### src/rtl/i2ct_pkg.sv
package i2ct_pkg;

    localparam int DIV_W = 16;
    localparam int CNT_W = DIV_W + 5;

    typedef enum logic [1:0] {
        CMD_START  = 2'd0,
        CMD_RSTART = 2'd1,
        CMD_BIT    = 2'd2,
        CMD_STOP   = 2'd3
    } i2ct_cmd_e;

    typedef enum logic [1:0] {
        PH_IDLE = 2'd0,
        PH_LOW  = 2'd1,
        PH_HIGH = 2'd2
    } i2ct_phase_e;

    typedef struct packed {
        logic [DIV_W-1:0] hi;
        logic [DIV_W-1:0] lo;
    } div_pair_t;

    // terminal counts (length - 1) of each timed interval
    typedef struct packed {
        logic [CNT_W-1:0] low_mid;
        logic [CNT_W-1:0] low_end;
        logic [CNT_W-1:0] high_end;
        logic [CNT_W-1:0] high_dbl;
        logic [CNT_W-1:0] high_sda;
    } spans_t;

    function automatic logic [CNT_W-1:0] scaled_last(input logic [DIV_W-1:0] d,
                                                     input int unsigned mult);
        logic [CNT_W-1:0] units;
        units = CNT_W'(d) + CNT_W'(1);
        return CNT_W'(units * CNT_W'(mult)) - CNT_W'(1);
    endfunction

endpackage

### src/rtl/i2ct_span_calc.sv
module i2ct_span_calc
    import i2ct_pkg::*;
(
    input  div_pair_t div_q,
    output spans_t    spans
);
    always_comb begin
        spans.low_mid  = scaled_last(div_q.lo, 4);
        spans.low_end  = scaled_last(div_q.lo, 8);
        spans.high_end = scaled_last(div_q.hi, 8);
        spans.high_dbl = scaled_last(div_q.hi, 16);
        spans.high_sda = scaled_last(div_q.hi, 7);
    end
endmodule

### src/rtl/i2ct_phase_timer.sv
module i2ct_phase_timer #(
    parameter int W = 21
) (
    input  logic         clk,
    input  logic         rst,
    input  logic         clr,
    input  logic         run,
    output logic [W-1:0] cnt
);
    always_ff @(posedge clk) begin
        if (rst || clr) begin
            cnt <= '0;
        end else if (run) begin
            cnt <= cnt + W'(1);
        end
    end
endmodule

### src/rtl/i2c_scl_timer.sv
module i2c_scl_timer
    import i2ct_pkg::*;
(
    input  logic        clk,
    input  logic        rst,
    input  logic        en,
    input  logic [31:0] div_word,
    input  logic        cmd_valid,
    input  logic [1:0]  cmd,
    input  logic        cmd_bit,
    input  logic        sda_in,
    output logic        cmd_ready,
    output logic        scl_oe,
    output logic        sda_oe,
    output logic        sda_chg,
    output logic        done,
    output logic        rx_bit
);
    i2ct_phase_e      phase;
    i2ct_cmd_e        cur_cmd;
    logic             cur_bit;
    div_pair_t        div_q;
    spans_t           spans;
    logic [CNT_W-1:0] cnt;
    logic [CNT_W-1:0] high_last;
    logic             accept;
    logic             low_done;
    logic             high_done;
    logic             tmr_clr;

    i2ct_span_calc u_span (
        .div_q (div_q),
        .spans (spans)
    );

    assign cmd_ready = en && (phase == PH_IDLE);
    assign accept    = cmd_ready && cmd_valid;
    assign high_last = (cur_cmd == CMD_RSTART) ? spans.high_dbl : spans.high_end;
    assign low_done  = (phase == PH_LOW)  && (cnt == spans.low_end);
    assign high_done = (phase == PH_HIGH) && (cnt == high_last);
    assign tmr_clr   = !en || accept || low_done || high_done;

    i2ct_phase_timer #(.W(CNT_W)) u_tmr (
        .clk (clk),
        .rst (rst),
        .clr (tmr_clr),
        .run (phase != PH_IDLE),
        .cnt (cnt)
    );

    always_ff @(posedge clk) begin
        if (rst) begin
            rx_bit  <= 1'b0;
            cur_cmd <= CMD_START;
            cur_bit <= 1'b1;
            div_q   <= '0;
        end else if (accept) begin
            cur_cmd <= i2ct_cmd_e'(cmd);
            cur_bit <= cmd_bit;
            div_q   <= div_pair_t'(div_word);
        end else if (high_done && cur_cmd == CMD_BIT) begin
            rx_bit  <= sda_in;
        end
    end

    always_ff @(posedge clk) begin
        if (rst || !en) begin
            phase   <= PH_IDLE;
            scl_oe  <= 1'b0;
            sda_oe  <= 1'b0;
            sda_chg <= 1'b0;
            done    <= 1'b0;
        end else begin
            sda_chg <= 1'b0;
            done    <= 1'b0;
            unique case (phase)
                PH_IDLE: begin
                    if (cmd_valid) begin
                        if (i2ct_cmd_e'(cmd) == CMD_START) begin
                            sda_oe <= 1'b1;
                            phase  <= PH_HIGH;
                        end else begin
                            phase  <= PH_LOW;
                        end
                    end
                end
                PH_LOW: begin
                    if (cnt == spans.low_mid) begin
                        sda_chg <= 1'b1;
                        unique case (cur_cmd)
                            CMD_BIT:    sda_oe <= !cur_bit;
                            CMD_STOP:   sda_oe <= 1'b1;
                            default:    sda_oe <= 1'b0;
                        endcase
                    end
                    if (low_done) begin
                        scl_oe <= 1'b0;
                        phase  <= PH_HIGH;
                    end
                end
                PH_HIGH: begin
                    if (cur_cmd == CMD_RSTART && cnt == spans.high_sda) begin
                        sda_oe <= 1'b1;
                    end
                    if (high_done) begin
                        done  <= 1'b1;
                        phase <= PH_IDLE;
                        if (cur_cmd == CMD_STOP) begin
                            sda_oe <= 1'b0;
                        end else begin
                            scl_oe <= 1'b1;
                        end
                    end
                end
                default: phase <= PH_IDLE;
            endcase
        end
    end
endmodule

### config.mk
export PLATFORM = sky130hd
export DESIGN_NAME = i2c_scl_timer
export DESIGN_NICKNAME = d
export VERILOG_FILES = /design/src/rtl/i2ct_pkg.sv /design/src/rtl/i2ct_span_calc.sv /design/src/rtl/i2ct_phase_timer.sv /design/src/rtl/i2c_scl_timer.sv
export SDC_FILE = /design/constraint.sdc
export NUM_CORES = 1
export LEC_CHECK = 0
export BUFFER_PORTS_ARGS = -buffer_cell sky130_fd_sc_hd__buf_4
export CAP_MARGIN = 10
export CORE_MARGIN = 8
export CORE_UTILIZATION = 25
export CTS_CLUSTER_SIZE = 10
export DETAILED_ROUTE_END_ITERATION = 8
export PLACE_DENSITY_LB_ADDON = 0.15
export REMOVE_ABC_BUFFERS = 1
export SLEW_MARGIN = 30
export SYNTH_ARGS = -nofsm -noshare
export SYNTH_HDL_FRONTEND = slang
export SYNTH_SLANG_ARGS = --single-unit
### constraint.sdc
create_clock -name clk -period 11.5 [get_ports clk]
set_input_delay 1.15 -clock clk [delete_from_list [all_inputs] [get_ports clk]]
set_output_delay 1.15 -clock clk [all_outputs]
set_load 0.02 [all_outputs]
# Yosys cells after proc, flatten, opt, wreduce, memory -nomap -nowiden
# Index checks and enable logic that the tools add are counted.
dict set report word_totals {
  romBits 0
  ram_bits 0
  elab_cells 82
  output_inout_bits 6
  latchBits 0
  inputBits 40
  register_bits 63
  mem_count 0
}
dict set report classes {
  eq_ne 15
  n_div 0
  n_bitwise 3
  magnitude_cmp 0
  mul 1
  n_reduce_logical 24
  mux 20
  shifts 0
  n_addsub 8
}
# cell count
set op_table {}
lappend op_table {{21-bit equality test} 4}
lappend op_table {{21-bit by 1-bit subtractor with 21-bit output (second input constant)} 4}
lappend op_table {{16-bit by 1-bit adder with 17-bit output (second input constant)} 2}
lappend op_table {{21-bit by 1-bit adder with 21-bit output (second input constant)} 1}
lappend op_table {{21-bit by 3-bit multiplier with 21-bit output (second input constant)} 1}
lappend op_table {{21-bit two-way mux} 1}
lappend op_table {{19-bit by 1-bit subtractor with 20-bit output (second input constant)} 1}
lappend op_table {{1-bit two-way mux} 11}
lappend op_table {{2-bit two-way mux} 4}
lappend op_table {{2-bit inequality test (second input constant)} 4}
lappend op_table {{4-bit AND reduction} 2}
lappend op_table {{2-bit equality test (second input constant)} 3}
lappend op_table {{1-bit logical AND} 6}
lappend op_table {{2-bit case mux with 3 select lines} 1}
lappend op_table {{1-bit logical OR} 5}
lappend op_table {{2-bit by 1-bit equality test with 1-bit output (second input constant)} 2}
lappend op_table {{2-bit zero test} 2}
lappend op_table {{2-bit by 1-bit inequality test with 1-bit output (second input constant)} 2}
lappend op_table {{1-bit case mux with 2 select lines} 2}
lappend op_table {{2-bit nonzero test} 2}
lappend op_table {{2-bit OR reduction} 2}
lappend op_table {{1-bit inverter} 3}
lappend op_table {{1-bit case mux with 3 select lines} 1}
lappend op_table {{3-bit AND reduction} 1}
lappend op_table {{3 further kinds} 4}

# Longest topological paths before layout
dict set report logic_depth {
  word_depth 9
  mapped_depth 21
  mapped_depth_nobuf 20
}

# Modules after synthesis
# Synthesis repeated with hierarchy kept, for this count alone.
dict set report unflattened {
  cells_unflattened 1004
  hier_area_um2 7702.4
}
# mod area_each_um2 seq_area_each_um2 cells_per_inst instances
set modules_own_cells {}
lappend modules_own_cells {i2ct_span_calc 3687.3 0.0 498 1}
lappend modules_own_cells {i2c_scl_timer 3055.4 840.8 395 1}
lappend modules_own_cells {i2ct_phase_timer 959.7 420.4 111 1}

# Worst setup path before layout
# Ideal clock, no wire load.
dict set report synth_path {
  kind {register -> register}
  start {reg, netlist name div_q[17]}
  end {reg sda_oe}
  path_stages_with_launch 21
  setup_ns 0.092
  period_less_slack_ns 5.073
  path_slack_ns 6.427
  t_required_ns 11.408
  path_buffers 1
  t_arrival_ns 4.981
  path_cell_list {dfxtp_1 ha_1 buf_2 nand3_1 nor4_2 xor2_2 inv_2 ha_1 inv_1 fa_1 ha_1 o21ai_0 nand2_1 nand2_1 a2111oi_0 nor4b_1 nand4_1 or4_1 a2111oi_0 a2111oi_0 nor4_1}
}
dict set report synth_via {
  elab_chain_cells 9
  elab_cells_between_ends 14
  classes_between {add/sub (4); mul (1); eq/ne (2); mux (5); reduce/logical (2)}
}
# element line
set synth_lines {}
lappend synth_lines {{16-bit by 1-bit adder with 17-bit output (*)} i2ct_pkg.sv:36} ;# units = CNT_W'(d) + CNT_W'(1);
lappend synth_lines {{21-bit by 3-bit multiplier with 21-bit output} i2ct_pkg.sv:37} ;# return CNT_W'(units * CNT_W'(mult)) - CNT_W'(1);
lappend synth_lines {{21-bit by 1-bit subtractor with 21-bit output} i2ct_pkg.sv:37}
lappend synth_lines {{21-bit equality test} i2c_scl_timer.sv:102} ;# if (cur_cmd == CMD_RSTART && cnt == spans.high_sda) begin
lappend synth_lines {{1-bit logical AND} i2c_scl_timer.sv:102}
lappend synth_lines {{1-bit two-way mux} i2c_scl_timer.sv:102}
lappend synth_lines {{1-bit two-way mux} i2c_scl_timer.sv:108} ;# if (cur_cmd == CMD_STOP) begin
lappend synth_lines {{1-bit two-way mux (*)} i2c_scl_timer.sv:105} ;# if (high_done) begin
lappend synth_lines {{1-bit case mux with 3 select lines (*)} i2c_scl_timer.sv:76} ;# unique case (phase)
lappend synth_lines {{to (signal assigned)} i2c_scl_timer.sv:91} ;# CMD_BIT: sda_oe <= !cur_bit;
lappend synth_lines {{to (decl)} i2c_scl_timer.sv:14} ;# output logic sda_oe,
# Mark *: on every way between the ends. The rest lies on a longest branch, timed or not.
# A chain may end at the register's enable or synchronous reset.

# Final worst setup path
dict set report layout_path {
  start {reg, netlist name div_q[16]}
  end {reg sda_oe}
}
dict set report layout_via {
  elab_chain_cells 9
  elab_cells_between_ends 14
  classes_between {add/sub (4); mul (1); eq/ne (2); mux (5); reduce/logical (2)}
}
# element line
set layout_lines {}
lappend layout_lines {{16-bit by 1-bit adder with 17-bit output (*)} i2ct_pkg.sv:36}
lappend layout_lines {{21-bit by 3-bit multiplier with 21-bit output} i2ct_pkg.sv:37}
lappend layout_lines {{21-bit by 1-bit subtractor with 21-bit output} i2ct_pkg.sv:37}
lappend layout_lines {{21-bit equality test} i2c_scl_timer.sv:102}
lappend layout_lines {{1-bit logical AND} i2c_scl_timer.sv:102}
lappend layout_lines {{1-bit two-way mux} i2c_scl_timer.sv:102}
lappend layout_lines {{1-bit two-way mux} i2c_scl_timer.sv:108}
lappend layout_lines {{1-bit two-way mux (*)} i2c_scl_timer.sv:105}
lappend layout_lines {{1-bit case mux with 3 select lines (*)} i2c_scl_timer.sv:76}
# Marks and branches as above.

==> reports/results.md <==
• finished, final reports clean — outcome
• 33.3% — Clock power frac
• flip-flop — CP Launch Type
• 0 — setup fix buffers added after clock tree synthesis
• 193 µm — height of the die
• 2 — Buf+Inv Stages, Crit Path
• 47.8% — worst relative slew slack
• 9.97% — adder-cell area share of the yosys netlist
• 20 — maximum fanout along the worst path
• 16.1% — share of the synthesized area in the top cell type
• simple AND/OR/NAND/NOR gates — largest family of logic cells by synthesized area
• 3.31 nW — total leakage power
• 7850 µm² — Cell Area, Synth
• 37,300 µm² — DIE AREA
• 9 — number of buffers created by CTS
• flip-flop — Setup crit end kind
• 16.1% — proportion of synthesized chip area in sequential cells
• false — RSZ-0062 raised after global routing
• ha_1, nand3_1, nor4_2, xor2_2, inv_2, ha_1, inv_1, fa_1, ha_1, o21ai_0, nand2_1, nand2_1, a2111oi_0, nor4b_1, nand4_1, or4_1, a2111oi_0, a2111oi_0, nor4_1 — CP cell instances
• 7,012 — vias in the first global route
• 11.9% — layout overhead on the synthesized area
• 0 — antenna violations before repair
• 63 — number of synthesized register bits
• 0 — synthesis warning total
• dfxtp_1 16%, xnor2_1 8.7%, nand2_1 6.4%, ha_1 5.9%, xor2_1 5.0% — top post-synthesis cells by area
• 0 — max-cap violations
• 0.00725 ns — post-route clock skew
• 0 — number of enable flip-flop cells after synthesis
• 26.1% — part of the total power dissipated in sequential elements
• 0.483 ns — smallest hold slack
• nand2_1 — leading cell type by number of instances after synthesis
• 0% — Synth async-reset ratio
• 153 MHz — Peak Freq
• 15.8% — fraction of met1 tracks used by global routing
• 0 — setup violators final
• 45 — number of port buffers
• 107 nW/µm² — PD cells
• 38.9 mm — global-route wire length before repair
• 4.96 ns — least setup slack across all paths after layout
• 4.96 ns — r2r setup slk
• 0 — antenna-violating nets left
• 3,432 — fillers
• 5 — Pre-antenna DRT Iters
• 2.49% — mux contribution to synthesized area
• reg -> reg — type of the most critical hold path
• 16.7 µm — average wire per cell in the routed design
• 0 ns — accumulated negative setup slack
• 0 — number of diodes
• 23.9 mm — wire length reported by the detailed router
• 37.7% — Sw Ratio
• 28.1% — final core area utilization
• 0.812 — global placement routability congestion
• dfxtp_1 — predominant post-synthesis flop cell
• 8780 µm² — post-route cell area
• 12.7% — GR Util All Layers
• 26.1% — share of synthesized cell area in and, or, nand and nor gates
• 134 x nand2_1, 78 x xnor2_1, 63 x dfxtp_1 — top cells by instance count after synthesis
• 8450 µm² — total placed instance area
• 0 — number of hold violations in the final report
• built — clock tree from TritonCTS
• 1,031 — instance count of the mapped netlist
• 25.1% — Starting Density
• 19.1 mm — placed wire-length estimate after detailed placement
• dfxtp_1 — biggest area consumer among synthesized cells
• reg -> reg — WS Path Type
• 374 — detailed router's first-iteration violation count
• 0 — post_cts resized
• 0.06 ns — CTS clk-pin slew, worst paths
• 7,126 — DR vias
• 20.4% — Synth Area in Compound Gates
• 7.62 µm² — synthesized area divided by synthesized cell count
• 31,200 µm² — core region area
• 2 — Max clock buf depth
• 4.98 — via density per instance
• 6.54 ns — shortest clock period the worst path allows after layout
• 0 — max-slew violations
• 39 — largest net degree at the start of global routing
• 193 µm — width of the die
• dfxtp_1 — Slowest-stage cell, CP
• 6.79 ns — Worst Path Arrival
• 63 — Clock Sinks
• 18.1% — fraction of synthesized cell area in xor and xnor cells
• simple AND/OR/NAND/NOR gates — Worst path top cell family by delay
• 68.0 µV — VDD IR max
• 1.20% — met3 routing resource usage after global routing
• 22.8% — met2 demand-to-capacity share in global routing
• 0 — total of hold buffers inserted after clock tree synthesis
• 4.90 ns — worst setup slack after placement
• 10.6% — share of cells above drive strength 1
• 56.8% — final worst-path cycle share
• 0 — DR DRC count
• 1,116 — net count reported at finish
• 65 — floorplan row count
• 85 — Yosys cell types
• 0.354 mW — switching power of the nets
• 0.783 ns — transition time at the pin with the least slew margin
• 3 — depth of the CTS H-tree
• 40.6% — part of the total power dissipated in combinational logic
• 0 — GRT Residual Overflow
• met2 — most used routing layer in global routing
• 0.75 ns — Critical Path Max Stage Delay
• 11.75 ns — critical path required time
• 0.34 ns — worst-skew pair later-pin latency
• clkbuf_16 — root buffer cell
• 0.584 mW — Internal Dissipation
• 46 — Boundary Pins
[worst min-delay path: cells and delay by family, from the launching register on]
kind          cells  cell delay, ns
flops             1            0.32
simple gates      2            0.12
[final timing paths]
path,from,endpoint,cells past startpoint
worst max-delay path,div_q[16],sda_oe,19
worst max register to register,div_q[16],sda_oe,19
worst min-delay path,cur_bit,cur_bit,2
worst min register to register,cur_bit,cur_bit,2
[power groups by stage]
stage | sequential [mW] | clock [mW] | combinational [mW]
2_1_floorplan | 0.244 | 0 | 0.284
3_3_place_gp | 0.250 | 0 | 0.385
3_5_place_dp | 0.250 | 0 | 0.381
4_1_cts | 0.245 | 0.324 | 0.383
5_1_grt | 0.247 | 0.330 | 0.426
6_report | 0.245 | 0.312 | 0.381
[state kept, by name (all words and copies together) (netlist names)]
name,cells
sda_oe,1
scl_oe,1
u_tmr.cnt,21
rx_bit,1
cur_cmd,2
cur_bit,1
phase,2
div_q,32
done,1
sda_chg,1
[layout make-up]
type / count / area (µm²) / share of cell area [%]
Clock inverter: 6 / 92.6 / 1.05
Multi-Input combinational cell: 832 / 6050 / 68.9
Timing Repair Buffer: 52 / 390 / 4.44
Inverter: 65 / 246 / 2.81
Clock buffer: 10 / 239 / 2.72
Tap cell: 402 / 503 / 5.73
Sequential cell: 63 / 1260 / 14.4
[through the flow]
step | power, mW | instances
after global routing | 1.00 | 1430
after detailed placement | 0.631 | 1414
after CTS | 0.952 | 1430
final | 0.938 | 1430
after global placement | 0.635 | 1414
after floorplan | 0.528 | 960
[kinds of logic (layout without fill, tap and decap cells)]
kind of cell / after synthesis / after routing
flip-flops: 63 / 63
adder cells (fa/ha/maj): 53 / 53
buffers and inverters: 136 / 133
AND/OR/NAND/NOR: 395 / 395
XOR/XNOR: 139 / 139
multiplexers: 19 / 19
AO/OA/AOI/OAI: 226 / 226
[per-layer routing]
metal  wire [µm]  vias up
li1            -     3639
met1       11100     3374
met2       11900       95
met3         462       18
met4         362        0
met5           0        -
[cell usage in the layout, fill, tap and decap left out, drive strengths merged, types with 6 or more instances in the layout]
cell     synthesis  layout
nand3           34      34
xnor3            9       9
nand4           30      30
o21a             7       7
mux2i           15      15
a21boi           6       6
a21o            12      12
nor2b            8       8
fa              16      16
nor4            14      14
xnor2           81      81
or3             11      11
nand2          135     135
xor2            47      47
dfxtp           63      63
o21ai           29      29
nand2b           7       7
ha              37      37
o211ai           9       9
a21oi           62      62
nor2            61      61
nor4b            8       8
a31oi           16      16
nor3            22      22
a211o            6       6
and3            19      19
buf             27      52
and2            16      16
and4             8       8
nand3b           7       7
a2111oi         11      11
clkbuf          44      10
inv             64      65
a211oi          19      19
(Power assumes the default switching activity.)
